===== src/rtl/snan_quieter.sv =====
`timescale 1ns/1ps
module snan_quieter #(
  parameter int EXP_W  = 11,
  parameter int FRAC_W = 52
) (
  input  logic [EXP_W+FRAC_W:0] op_in,
  input  logic                  mode_2008,
  output logic                  is_nan,
  output logic                  is_snan,
  output logic [EXP_W+FRAC_W:0] result,
  output logic                  invalid
);
  localparam int QBIT = FRAC_W - 1;
  localparam int FBIT = FRAC_W - 2;
  localparam logic [FRAC_W-1:0] QMASK = {{(FRAC_W-1){1'b0}}, 1'b1} << QBIT;
  localparam logic [FRAC_W-1:0] FMASK = {{(FRAC_W-1){1'b0}}, 1'b1} << FBIT;

  logic [FRAC_W-1:0] frac, frac_cleared, frac_legacy, frac_quiet;
  logic [EXP_W-1:0]  expo;

  assign frac = op_in[FRAC_W-1:0];
  assign expo = op_in[FRAC_W +: EXP_W];

  assign is_nan  = (&expo) & (|frac);
  assign is_snan = is_nan & (frac[QBIT] ^ mode_2008);
  assign invalid = is_snan;

  assign frac_cleared = frac & ~QMASK;
  assign frac_legacy  = (|frac_cleared) ? frac_cleared : FMASK;
  assign frac_quiet   = mode_2008 ? (frac | QMASK) : frac_legacy;

  assign result = is_snan ? {op_in[EXP_W+FRAC_W:FRAC_W], frac_quiet} : op_in;
endmodule



===== config.mk =====
export PLATFORM = sky130hd
export DESIGN_NAME = snan_quieter
export DESIGN_NICKNAME = d
export VERILOG_FILES = /design/src/rtl/snan_quieter.sv
export SDC_FILE = /design/constraint.sdc
export NUM_CORES = 1
export LEC_CHECK = 0
export BUFFER_PORTS_ARGS = -buffer_cell sky130_fd_sc_hd__buf_2
export CAP_MARGIN = 40
export CORE_MARGIN = 5
export CORE_UTILIZATION = 22
export DETAILED_ROUTE_END_ITERATION = 10
export PLACE_DENSITY_LB_ADDON = 0.05
export SYNTH_ARGS = -nofsm -noshare
export SYNTH_HDL_FRONTEND = slang
export SYNTH_SLANG_ARGS = --single-unit

===== constraint.sdc =====
create_clock -name vclk -period 1.7
set_input_delay 0.17 -clock vclk [all_inputs]
set_output_delay 0.17 -clock vclk [all_outputs]
set_load 0.03 [all_outputs]

==> impl_metrics.csv, run 1 <==
group,metric,value,unit
timing,hold_violations,0,
pwr,max-vdd-ir-drop,201,uV
timing,min_period,1.61,ns
route,num_vias,864,
timing,tns,0,ns
route,drtAntennaViolNets,0,
pwr,power_frac_comb,100.0,%
pwr,switching_share,65.8,%
timing,post-route-period-util,94.5,%
global_route,use_met2,25.6,%
critical_path,start_kind,"input pin",
logic_synthesis,avgSynthCellArea,5.30,sq um
logic_synthesis,yosysTopAreaCell,"clkbuf_1",
global_route,gr-usage-met3,0.891,%
pwr,sequentialPowerShare,0,%
pwr,p_sw,0.000254,W
pwr,cellPowerDensity,341,nW/um^2
logic_synthesis,ys_types,18,
logic_synthesis,ys_seq_area_share,0,%
global_route,grt_pass1_vias,824,
route,viasPerCell,4.45,
placed_design,portBuffers,130,
timing,fmax,0.623,GHz
logic_synthesis,synth.top_cell.area_share,33.9,%
floorplanning,dieWidth,58.1,microns
timing,slew_viol_final,0,
floorplanning,core.rowCount,17,
floorplanning,die_area,3380,sq um
global_route,grt_overflow,0,
floorplanning,initial_core_util,23.0,%
logic_synthesis,synth_area,509,sq um
pwr,p_leak,0.641,nW
pwr,intPower,0.000132,W
global_route,grt_max_degree,6,
placed_design,dp.final_hpwl,2.22,mm
route,initialDrtViolationCount,21,
route,finalWirelength,2.59,mm
route,avgRoutedWirePerCell,13.3,microns
timing,slew_headroom,76.8,%
logic_synthesis,syn_nets,161,
finish,nets,233,
floorplanning,fp.coreArea,2210,sq um
global_route,met1_usage,11.8,%
logic_synthesis,synthTopCellsByArea,"clkbuf_1 34%, buf_4 19%, nor4_1 14%",
finish,clock_buffers,0,
global_route,grt_pass1_wl,3.32,mm
floorplanning,num_io_pins,132,
finish,drive_gt1_share,91.0,%
timing,worst_slew_pin_slew,0.345,ns
critical_path,end_kind,"primary output",
placed_design,gp_congestion,0.738,
timing,finalSetupViolations,0,
run,cap_violations,0,
finish,seq_cells,0,
finish,syn2layout_area_growth,122,%
finish,regArea,0,sq um
floorplanning,die_y,58.1,microns
pwr,power.share.clock,0,%
critical_path,cp.required,1.53,ns
route,drtPass1Iterations,5,
finish,utilization,51.2,%
global_route,track_usage,11.5,%
global_route,busiest_layer,"met2",
clocking,hold_buffers,0,
finish,fillers,234,
logic_synthesis,yosysWarnings,0,
hold_path,hold_class,"in2out",
logic_synthesis,synth_cells,96,
critical_path,worstSetupPathType,"in2out",
finish,antennaDiodeCount,0,
critical_path,arrival,1.44,ns
global_route,antenna_found_initial,0,
route,route.detailed.drc,0,
critical_path,crit_fanout,2,
status,status,"finished, final reports clean",
routing by layer:
layer | share of wire, % | up-vias
met5 | 0 | -
met4 | 0 | 0
met3 | 11 | 0
met2 | 59 | 64
met1 | 30 | 385
li1 | - | 415
cell usage in the layout (no fill, tap or decap), drive strengths merged:
cell,Yosys,final
mux2i,1,1
nand3,2,2
nor2,1,1
a21oi,3,3
o41ai,1,1
buf,16,133
or3,1,1
nand4,4,4
a41o,1,1
nor4,13,13
inv,2,2
nor3,2,2
nand2,2,2
cell usage after synthesis:
| master | instances |
|---|---|
| a41o_1 | 1 |
| nand3_1 | 2 |
| nor3_1 | 2 |
| nand2_1 | 2 |
| nor4_2 | 2 |
| dlygate4sd3_1 | 1 |
| mux2i_1 | 1 |
| clkbuf_1 | 46 |
| buf_4 | 13 |
| nand4_2 | 1 |
| nor2_1 | 1 |
| inv_1 | 2 |
| a21oi_1 | 3 |
| o41ai_1 | 1 |
| or3_1 | 1 |
| buf_2 | 3 |
| nor4_1 | 11 |
| nand4_1 | 3 |
final timing paths:
path                  startpoint  cells past startpoint    endpoint
worst max-delay path   op_in[15]                      7     invalid
worst min-delay path   op_in[63]                      0  result[63]
metrics by stage:
step | setup WS [ns] | hold WS, ns | std cells | instance area [sq um] | total power (W)
floorplan | 0.0699 | 0.472 | 96 | 509 | 0.000242
global placement | -0.0891 | 0.340 | 192 | 907 | 0.000347
detailed placement | -0.0870 | 0.340 | 192 | 907 | 0.000348
CTS | 0.000880 | 0.340 | 192 | 938 | 0.000352
global route | -0.0554 | 0.340 | 194 | 1130 | 0.000409
finish | 0.0941 | 0.340 | 194 | 1130 | 0.000386
power by group through the flow:
stage	registers (W)	logic [W]	clock network (W)
after detailed placement	0	0.000348	0
after global routing	0	0.000409	0
final	0	0.000386	0
after global placement	0	0.000347	0
after floorplan	0	0.000242	0
after CTS	0	0.000352	0
cell families (layout without fill, tap and decap cells):
family	after synthesis	after routing	share of synthesized area [%]
buf+inv	65	135	59.5
simple gates	25	25	31.9
mux	1	1	1.97
compound gates	5	5	6.63
area by class of cell:
type | count | area, sq um | area share [%]
tap | 28 | 35.0 | 3.09
multi-input combinational | 31 | 358 | 31.6
timing repair buffer | 133 | 732 | 64.6
inverter | 2 | 7.51 | 0.663
worst max-delay path, stage by stage:
cell and delay [ns]:
buf_2 0.11, nor4_2 0.26, nand4_1 0.21, buf_4 0.20
o41ai_4 0.21, a21oi_2 0.10, buf_4 0.18
timing repair:
action,CTS,global route
setup buffers,0,2
pin swaps,2,13
setup endpoints to repair,3,5
gates resized for setup,5,32
Note: power is estimated with default switching activity, not from simulation.
==> run 2: changes to the inputs <==
--- a/config.mk
+++ b/config.mk
@@ -7,7 +7,7 @@
 export LEC_CHECK = 0
 export BUFFER_PORTS_ARGS = -buffer_cell sky130_fd_sc_hd__buf_2
 export CAP_MARGIN = 40
-export CORE_MARGIN = 5
+export CORE_MARGIN = 3
 export CORE_UTILIZATION = 22
 export DETAILED_ROUTE_END_ITERATION = 10
 export PLACE_DENSITY_LB_ADDON = 0.05
==> run 2 against run 1 <==
- cell count is 2.1% lower
- sequential share of layout area stayed put
- count of clock-buffer cells in the layout is the same
==> impl_metrics.csv, run 2 (synthesized netlist as in run 1, its figures left out) <==
group,metric,value,unit
critical_path,slowest_stage,"nor4_4",
placed_design,portBuffers,130,
route,avgRoutedWirePerCell,11.9,microns
finish,final_cell_mix,"128 x buf_2, 6 x nor4_2, 4 x nor4_4",
timing,finalSetupViolations,0,
critical_path,start_kind,"input pin",
timing,post-route-period-util,94.2,%
global_route,grt_overflow,0,
placed_design,dp.final_hpwl,2.07,mm
finish,layout_commonest_cell,"buf_2",
timing,fmax,0.625,GHz
route,viasPerCell,4.49,
pwr,cellPowerDensity,362,nW/um^2
finish,final_cells,190,
hold_path,hold_class,"in2out",
critical_path,arrival,1.43,ns
placed_design,gp_congestion,0.602,
critical_path,cp.buffers_inverters,2,
global_route,grt_pass1_vias,740,
critical_path,cp.required,1.53,ns
route,route.detailed.drc,0,
clocking,postCtsSetupRepairBufs,0,
pwr,max-vdd-ir-drop,209,uV
global_route,antenna_found_initial,0,
finish,nets,230,
global_route,track_usage,12.2,%
timing,hold_violations,0,
timing,holdWs,0.340,ns
critical_path,cpMostUsedCell,"nor4_4",
route,num_vias,854,
critical_path,critPathTopFamily,"simple AND/OR/NAND/NOR gates",
run,cap_violations,0,
finish,syn2layout_area_growth,98.0,%
pwr,p_leak,0.597,nW
placed_design,place_inst,190,
critical_path,crit_path_cell_trace,"buf_2 > nor4_4 > nand4_2 > nor4_4 > a41o_1 > buf_6",
global_route,grt_max_degree,6,
global_route,grt_pass1_wl,2.84,mm
finish,regArea,0,sq um
finish,antennaDiodeCount,0,
critical_path,worstSetupPathType,"in2out",
critical_path,end_kind,"primary output",
timing,slew_headroom,79.7,%
timing,worst_slew_pin_slew,0.302,ns
route,finalWirelength,2.26,mm
floorplanning,die_area,2930,sq um
floorplanning,core.rowCount,16,
timing,slew_viol_final,0,
finish,drive_gt1_share,87.7,%
finish,clock_buffers,0,
floorplanning,dieWidth,54.1,microns
floorplanning,die_y,54.1,microns
finish,seq_cells,0,
critical_path,critPathMaxStageDelay,0.35,ns
finish,utilization,48.4,%
floorplanning,fp.coreArea,2080,sq um
route,initialDrtViolationCount,0,
route,drtAntennaViolNets,0,
route,drtPass1Iterations,1,
critical_path,crit_fanout,3,
floorplanning,initial_core_util,24.5,%
floorplanning,num_io_pins,132,
status,status,"finished, final reports clean",
finish,fillers,222,
timing,min_period,1.60,ns
clocking,hold_buffers,0,
[run 2: worst paths after layout]
path / start / endpoint / slack, ns / depth (start not counted)
setup / recovery: op_in[43] / result[50] / 0.1 / 6
hold / removal: op_in[63] / result[63] / 0.34 / 0
[run 2: repair_timing]
action	in CTS	in global routing
resized for setup	7	10
pin swaps	3	7
setup endpoints to repair	3	5
[run 2: metrics by stage]
step | setup slack [ns] | total power [W] | TNS [ns] | instance area [sq um]
finish | 0.0989 | 0.000365 | 0 | 1010
detailed placement | -0.0862 | 0.000346 | -0.147 | 898
global route | -0.00286 | 0.000389 | -0.00286 | 1010
global placement | -0.0755 | 0.000343 | -0.177 | 898
floorplan | 0.0699 | 0.000242 | 0 | 509
CTS | 0.0113 | 0.000352 | 0 | 942
[run 2: area by class of cell]
cell class / instances / area [sq um] / share of cell area (%)
timing repair buffer: 130 / 663 / 65.8
multi-input combinational: 31 / 304 / 30.1
inverter: 2 / 7.51 / 0.744
tap: 27 / 33.8 / 3.35
[run 2: where the power goes]
| group | total (W) | internal (W) | switching, W |
|---|---|---|---|
| registers | 0 | 0 | 0 |
| logic | 0.000365 | 0.000120 | 0.000245 |
| clock network | 0 | 0 | 0 |
[run 2: per-layer routing]
metal  GRT usage (%)  share of wire, %
met5               0                 0
met4               0                 0
met3           0.831                14
met2            29.4                58
met1            10.8                29
